File: src/rtl/otrs_pkg.sv
package otrs_pkg;
  typedef enum logic [1:0] {
    KIND_UNI   = 2'd0,
    KIND_ROWMC = 2'd1,
    KIND_BCAST = 2'd2,
    KIND_COLMC = 2'd3
  } req_kind_e;

  localparam int DIM_ROW   = 0;
  localparam int DIM_COL   = 1;
  localparam int DIM_LOCAL = 2;
  localparam int DIM_W     = 3;
endpackage

File: src/rtl/otrs_onehot_mask.sv
module otrs_onehot_mask #(
  parameter int N  = 4,
  parameter int IW = 2
) (
  input  logic [IW-1:0] idx,
  input  logic          invert,
  output logic [N-1:0]  mask
);
  for (genvar i = 0; i < N; i++) begin : g_bit
    assign mask[i] = (idx == IW'(i)) ^ invert;
  end
endmodule

File: src/rtl/otrs_route_calc.sv
module otrs_route_calc
  import otrs_pkg::*;
#(
  parameter int GRID       = 4,
  parameter int LAMBDA_PER = 16,
  parameter int IDX_W      = $clog2(GRID),
  parameter int WAVE_W     = $clog2(GRID * LAMBDA_PER)
) (
  input  logic [IDX_W-1:0]  self_x,
  input  logic [IDX_W-1:0]  self_y,
  input  logic [IDX_W-1:0]  dst_x,
  input  logic [IDX_W-1:0]  dst_y,
  input  req_kind_e         kind,
  input  logic [1:0]        step,
  output logic [DIM_W-1:0]  dim,
  output logic [GRID-1:0]   mask,
  output logic [IDX_W-1:0]  wgrp,
  output logic [WAVE_W-1:0] wave_base,
  output logic              relay
);
  logic [IDX_W-1:0] sel_idx;
  logic             sel_inv;
  logic             is_local;
  logic [GRID-1:0]  raw_mask;

  // Dimension-ordered choice: the column is corrected first, then the row.
  always_comb begin
    dim      = '0;
    sel_idx  = '0;
    sel_inv  = 1'b0;
    wgrp     = '0;
    relay    = 1'b0;
    is_local = 1'b0;
    unique case (kind)
      KIND_UNI: begin
        if (dst_x != self_x) begin
          dim[DIM_ROW] = 1'b1;
          sel_idx      = dst_x;
          wgrp         = self_x;
        end else if (dst_y != self_y) begin
          dim[DIM_COL] = 1'b1;
          sel_idx      = dst_y;
          wgrp         = self_y;
        end else begin
          dim[DIM_LOCAL] = 1'b1;
          is_local       = 1'b1;
        end
      end
      KIND_ROWMC: begin
        dim[DIM_ROW] = 1'b1;
        sel_idx      = self_x;
        sel_inv      = 1'b1;
        wgrp         = self_x;
      end
      KIND_COLMC: begin
        dim[DIM_COL] = 1'b1;
        sel_idx      = self_y;
        sel_inv      = 1'b1;
        wgrp         = self_y;
      end
      KIND_BCAST: begin
        sel_inv = 1'b1;
        if (step == 2'd2) begin
          dim[DIM_COL] = 1'b1;
          sel_idx      = self_y;
          wgrp         = self_y;
        end else begin
          dim[DIM_ROW] = 1'b1;
          sel_idx      = self_x;
          wgrp         = self_x;
          relay        = (step == 2'd3);
        end
      end
      default: ;
    endcase
  end

  otrs_onehot_mask #(.N(GRID), .IW(IDX_W)) u_mask (
    .idx   (sel_idx),
    .invert(sel_inv),
    .mask  (raw_mask)
  );

  assign mask      = is_local ? '0 : raw_mask;
  assign wave_base = WAVE_W'(32'(wgrp) * LAMBDA_PER);
endmodule

File: src/rtl/otrs_bcast_seq.sv
module otrs_bcast_seq
  import otrs_pkg::*;
#(
  parameter int TILE_W = 4
) (
  input  logic              clk,
  input  logic              rst,
  input  logic              req_valid,
  input  req_kind_e         req_kind,
  input  logic [TILE_W-1:0] req_dest,
  input  logic [TILE_W-1:0] req_self,
  output logic              req_ready,
  input  logic              out_ready,
  output logic              out_valid,
  output req_kind_e         cur_kind,
  output logic [TILE_W-1:0] cur_dest,
  output logic [TILE_W-1:0] cur_self,
  output logic [1:0]        cur_step,
  output logic              done
);
  localparam logic [1:0] LAST_STEP = 2'd3;

  logic valid_q, done_q, last_beat;
  req_kind_e kind_q;
  logic [TILE_W-1:0] dest_q, self_q;
  logic [1:0] step_q;

  assign last_beat = (kind_q != KIND_BCAST) || (step_q == LAST_STEP);
  assign req_ready = !valid_q || (out_ready && last_beat);

  always_ff @(posedge clk) begin
    if (rst) begin
      valid_q <= 1'b0;
      done_q  <= 1'b0;
      kind_q  <= KIND_UNI;
      dest_q  <= '0;
      self_q  <= '0;
      step_q  <= '0;
    end else begin
      done_q <= valid_q && out_ready && (kind_q == KIND_BCAST) && (step_q == LAST_STEP);
      if (req_valid && req_ready) begin
        valid_q <= 1'b1;
        kind_q  <= req_kind;
        dest_q  <= req_dest;
        self_q  <= req_self;
        step_q  <= (req_kind == KIND_BCAST) ? 2'd1 : 2'd0;
      end else if (valid_q && out_ready) begin
        if (last_beat) valid_q <= 1'b0;
        else           step_q  <= step_q + 2'd1;
      end
    end
  end

  assign out_valid = valid_q;
  assign cur_kind  = kind_q;
  assign cur_dest  = dest_q;
  assign cur_self  = self_q;
  assign cur_step  = step_q;
  assign done      = done_q;

  assert_reset_idle_R1: assert property (@(posedge clk)
    $past(rst) |-> (!valid_q && !done_q));

  assert_hold_stable_R9: assert property (@(posedge clk) disable iff (rst)
    (valid_q && !out_ready) |=> (valid_q && $stable(kind_q) && $stable(step_q)
                                 && $stable(dest_q) && $stable(self_q)));

  assert_busy_blocks_R10: assert property (@(posedge clk) disable iff (rst)
    (valid_q && kind_q == KIND_BCAST && step_q != LAST_STEP) |-> !req_ready);

  assert_done_single_R8: assert property (@(posedge clk) disable iff (rst)
    done_q |=> !done_q);

  assert_step_range_R7: assert property (@(posedge clk) disable iff (rst)
    (valid_q && kind_q == KIND_BCAST) |-> (step_q != 2'd0));
endmodule

File: src/rtl/otrs_tile_route.sv
module otrs_tile_route
  import otrs_pkg::*;
#(
  parameter int GRID       = 4,
  parameter int LAMBDA_PER = 16,
  localparam int IDX_W     = $clog2(GRID),
  localparam int TILE_W    = 2 * IDX_W,
  localparam int WAVE_W    = $clog2(GRID * LAMBDA_PER)
) (
  input  logic              clk,
  input  logic              rst,
  input  logic [TILE_W-1:0] self_id,
  input  logic              req_valid,
  output logic              req_ready,
  input  logic [1:0]        req_kind,
  input  logic [TILE_W-1:0] req_dest,
  output logic              out_valid,
  input  logic              out_ready,
  output logic [2:0]        out_dim,
  output logic [GRID-1:0]   out_mask,
  output logic [IDX_W-1:0]  out_wgrp,
  output logic [WAVE_W-1:0] out_wave_base,
  output logic              out_relay,
  output logic [1:0]        out_step,
  output logic              bcast_done
);
  req_kind_e         cur_kind;
  logic [TILE_W-1:0] cur_dest, cur_self;

  otrs_bcast_seq #(.TILE_W(TILE_W)) u_seq (
    .clk      (clk),
    .rst      (rst),
    .req_valid(req_valid),
    .req_kind (req_kind_e'(req_kind)),
    .req_dest (req_dest),
    .req_self (self_id),
    .req_ready(req_ready),
    .out_ready(out_ready),
    .out_valid(out_valid),
    .cur_kind (cur_kind),
    .cur_dest (cur_dest),
    .cur_self (cur_self),
    .cur_step (out_step),
    .done     (bcast_done)
  );

  otrs_route_calc #(.GRID(GRID), .LAMBDA_PER(LAMBDA_PER)) u_calc (
    .self_x   (cur_self[IDX_W-1:0]),
    .self_y   (cur_self[TILE_W-1:IDX_W]),
    .dst_x    (cur_dest[IDX_W-1:0]),
    .dst_y    (cur_dest[TILE_W-1:IDX_W]),
    .kind     (cur_kind),
    .step     (out_step),
    .dim      (out_dim),
    .mask     (out_mask),
    .wgrp     (out_wgrp),
    .wave_base(out_wave_base),
    .relay    (out_relay)
  );

  assert_dim_onehot_R2: assert property (@(posedge clk) disable iff (rst)
    out_valid |-> ($countones(out_dim) == 1));

  assert_diag_empty_R5: assert property (@(posedge clk) disable iff (rst)
    out_valid |-> !out_mask[out_wgrp]);

  assert_local_quiet_R4: assert property (@(posedge clk) disable iff (rst)
    (out_valid && out_dim[DIM_LOCAL]) |-> (out_mask == '0 && out_wave_base == '0));

  assert_relay_last_R7: assert property (@(posedge clk) disable iff (rst)
    (out_valid && out_relay) |-> (out_step == 2'd3 && out_dim[DIM_ROW]));
endmodule

File: config.mk
export PLATFORM = sky130hd
export DESIGN_NAME = otrs_tile_route
export DESIGN_NICKNAME = d
export VERILOG_FILES = /design/src/rtl/otrs_pkg.sv /design/src/rtl/otrs_onehot_mask.sv /design/src/rtl/otrs_route_calc.sv /design/src/rtl/otrs_bcast_seq.sv /design/src/rtl/otrs_tile_route.sv
export SDC_FILE = /design/constraint.sdc
export NUM_CORES = 1
export LEC_CHECK = 0
export CORE_MARGIN = 10
export CORE_UTILIZATION = 44
export DETAILED_ROUTE_END_ITERATION = 12
export PLACE_DENSITY = 0.79
export SKIP_CTS_REPAIR_TIMING = 1
export SLEW_MARGIN = 20
export SYNTH_ARGS = -nofsm -noshare
export SYNTH_HDL_FRONTEND = slang
export SYNTH_SLANG_ARGS = --single-unit
export TNS_END_PERCENT = 1
File: constraint.sdc
create_clock -name clk -period 2.7 [get_ports clk]
set_input_delay 0.27 -clock clk [delete_from_list [all_inputs] [get_ports clk]]
set_output_delay 0.27 -clock clk [all_outputs]
set_load 0.02 [all_outputs]
==> flow_summary.json <==
{
  "cts_tree": "yes",
  "maxSlewViolCount": 0,
  "swShare": 0.3478,
  "vias_per_cell": 5.537,
  "netlist_area_um2": 968.4,
  "groute.usage.overall": 0.1089,
  "worst_pin_slew_ns": 0.5397,
  "fin_nets": 167,
  "sequentialPowerShare": 0.378,
  "hold_viol": 0,
  "power.internal_uw": 406.5,
  "clkPwrFrac": 0.247,
  "slew_headroom": 0.6402,
  "ys_types": 40,
  "root_buffer": "clkbuf_4",
  "initial_utilization": 0.4790,
  "p_leak_uw": 0.0006157,
  "wl_per_cell_um": 15.05,
  "reg2reg_depth": 9,
  "layout_common_cells": "22 x clkdlybuf4s50_1, 15 x a21oi_1, 12 x nand3_1, 12 x nand2_1, 12 x dfxtp_1",
  "dp.cells": 171,
  "path_clk_slew_ns": 0.08,
  "synth_area_leaders": "dfxtp_1 29%, a21oi_1 7.8%, nand3_1 6.2%",
  "route.detailed.drc": 0,
  "rsz0062_at_grt": "yes",
  "p_total_uw": 623.3,
  "io_pins": 35,
  "clock-sinks": 14,
  "ir_worst_vdd_uv": 326.8,
  "dpl.hpwl_um": 2001,
  "synth_edf_count": 0,
  "synth_top_area_share": 0.2894,
  "combPwrFrac": 0.375,
  "crit_fanout": 6,
  "syn_avg_cell_area_um2": 8.138,
  "cts_buffers": 3,
  "synth_top_area_cell": "dfxtp_1",
  "final_cells": 177,
  "syn_to_final_growth_pct": 37.98,
  "max_freq_mhz": 374.2,
  "worstSetupPathType": "reg2out",
  "period_needed_ns": 2.672,
  "status": "completed",
  "coreArea_um2": 2022,
  "rows": 16,
  "grt_pass1_wl_um": 4002,
  "worstPathRequired_ns": 2.43,
  "period_share": 0.9897,
  "setup_viol": 0,
  "p_switching_uw": 216.8,
  "wl_um": 2664,
  "first_pass_iters": 6,
  "fin_skew_ns": 0.002962,
  "clock_latency_ns": 0.29,
  "port_buffers": 30,
  "postRouteAntennaNets": 0,
  "gp_congestion": 0.8000,
  "drt_iter0_markers": 41,
  "antenna_found_initial": 0,
  "synth_warnings": 0,
  "insertedDiodeCount": 0,
  "hold_path_class": "reg2reg",
  "arrival_ns": 2.40,
  "cap_violations": 0,
  "grt_max_degree": 15,
  "die_h_um": 66.92,
  "cp-end-kind": "output port",
  "cellPowerDensity_nw_per_um2": 466.4,
  "yosys_register_bits": 14,
  "drive_above_1_share": 0.1733,
  "htreeDepth": 1,
  "final_common_cell": "clkdlybuf4s50_1",
  "grt_pass1_vias": 900,
  "yosysSeqAreaShare": 0.2894,
  "chipWidth_um": 66.92,
  "grt_remaining_overflow": 0,
  "netlist_instances": 119,
  "cts.path.max_buffers": 2,
  "min_delay_path_depth": 2,
  "crit_path_start_kind": "flop",
  "ys.flop_type": "dfxtp_1",
  "vias": 980,
  "ys_async_sr_fraction": 0,
  "dieArea_um2": 4478
}
[state kept, by name (all words and copies together) (netlist names)]
name / count
u_seq.out_valid: 1
u_seq.cur_kind: 2
u_seq.done: 1
u_seq.cur_dest: 4
u_seq.cur_step: 2
u_seq.cur_self: 4
[power groups by stage]
stage / Clock (uW) / Sequential, uW / Combinational [uW]
finish: 154 / 236 / 234
CTS: 155 / 234 / 235
floorplan: 0 / 235 / 152
global route: 163 / 238 / 252
global placement: 0 / 238 / 230
detailed placement: 0 / 239 / 234
[synth_stat cells, drive strengths merged, types with 3 or more instances]
master,instances
nand2,12
a31oi,3
a221o,4
nor2,4
a21oi,15
nand3,12
xnor2,5
inv,4
o21ai,6
buf,11
dfxtp,14
[final cells by class]
class	instances	area, um^2
Clock buffer	4	36.28
Multi-Input combinational cell	91	618.1
Timing Repair Buffer	37	350.3
Tap cell	27	33.78
Sequential cell	14	282.8
Inverter	4	15.01
Fill cell	181	685.7
[per-stage QoR]
step | setup WS [ns] | utilization | setup TNS, ns | area [um^2] | hold slack (ns)
6_report | 0.02769 | 0.6609 | 0 | 1336 | 0.5102
3_3_place_gp | 0.04968 | 0.6269 | 0 | 1267 | 0.4902
2_1_floorplan | 0.2315 | - | 0 | 979.7 | 0.3391
5_1_grt | -0.1176 | 0.6609 | -0.1331 | 1336 | 0.5335
3_5_place_dp | -0.04679 | 0.6269 | -0.1186 | 1267 | 0.4934
4_1_cts | -0.3773 | 0.6448 | -1.431 | 1304 | 0.5053
[routing by layer]
metal | share of wire | track usage | wire length (um)
met2 | 0.49 | 0.1860 | 1303
met4 | 0.010 | 0.04615 | 27
met5 | 0 | 0 | 0
met1 | 0.42 | 0.1213 | 1124
met3 | 0.078 | 0.03344 | 209
[final timing paths]
kind	start	endpoint	slack, ns
setup / recovery	u_seq.cur_step[0]	out_mask[3]	0.03
hold / removal	u_seq.cur_dest[1]	u_seq.cur_dest[1]	0.51
setup reg to reg	u_seq.cur_step[0]	u_seq.cur_self[2]	0.81
hold reg to reg	u_seq.cur_dest[1]	u_seq.cur_dest[1]	0.51
[critical path, stage by stage, from the launching register on]
cell      delay, ns
dfxtp_1        0.33
inv_1          0.06
ha_1           0.23
o21a_1         0.21
a221o_1        0.40
a221oi_4       0.29
buf_4          0.18
nor2_1         0.05
xnor2_1        0.16
clkbuf_2       0.19
[logic make-up after synthesis]
logic type,Yosys count,synth area share
and+or+nand+nor,39,0.2209
AOI/OAI and AO/OA,38,0.2842
buffers and inverters,17,0.1021
DFF,14,0.2894
xor gates and xnor gates,7,0.06331
adders and majority gates,2,0.02584
other,1,0.003872
muxes,1,0.01034
Power figures use the tool's default switching activity.
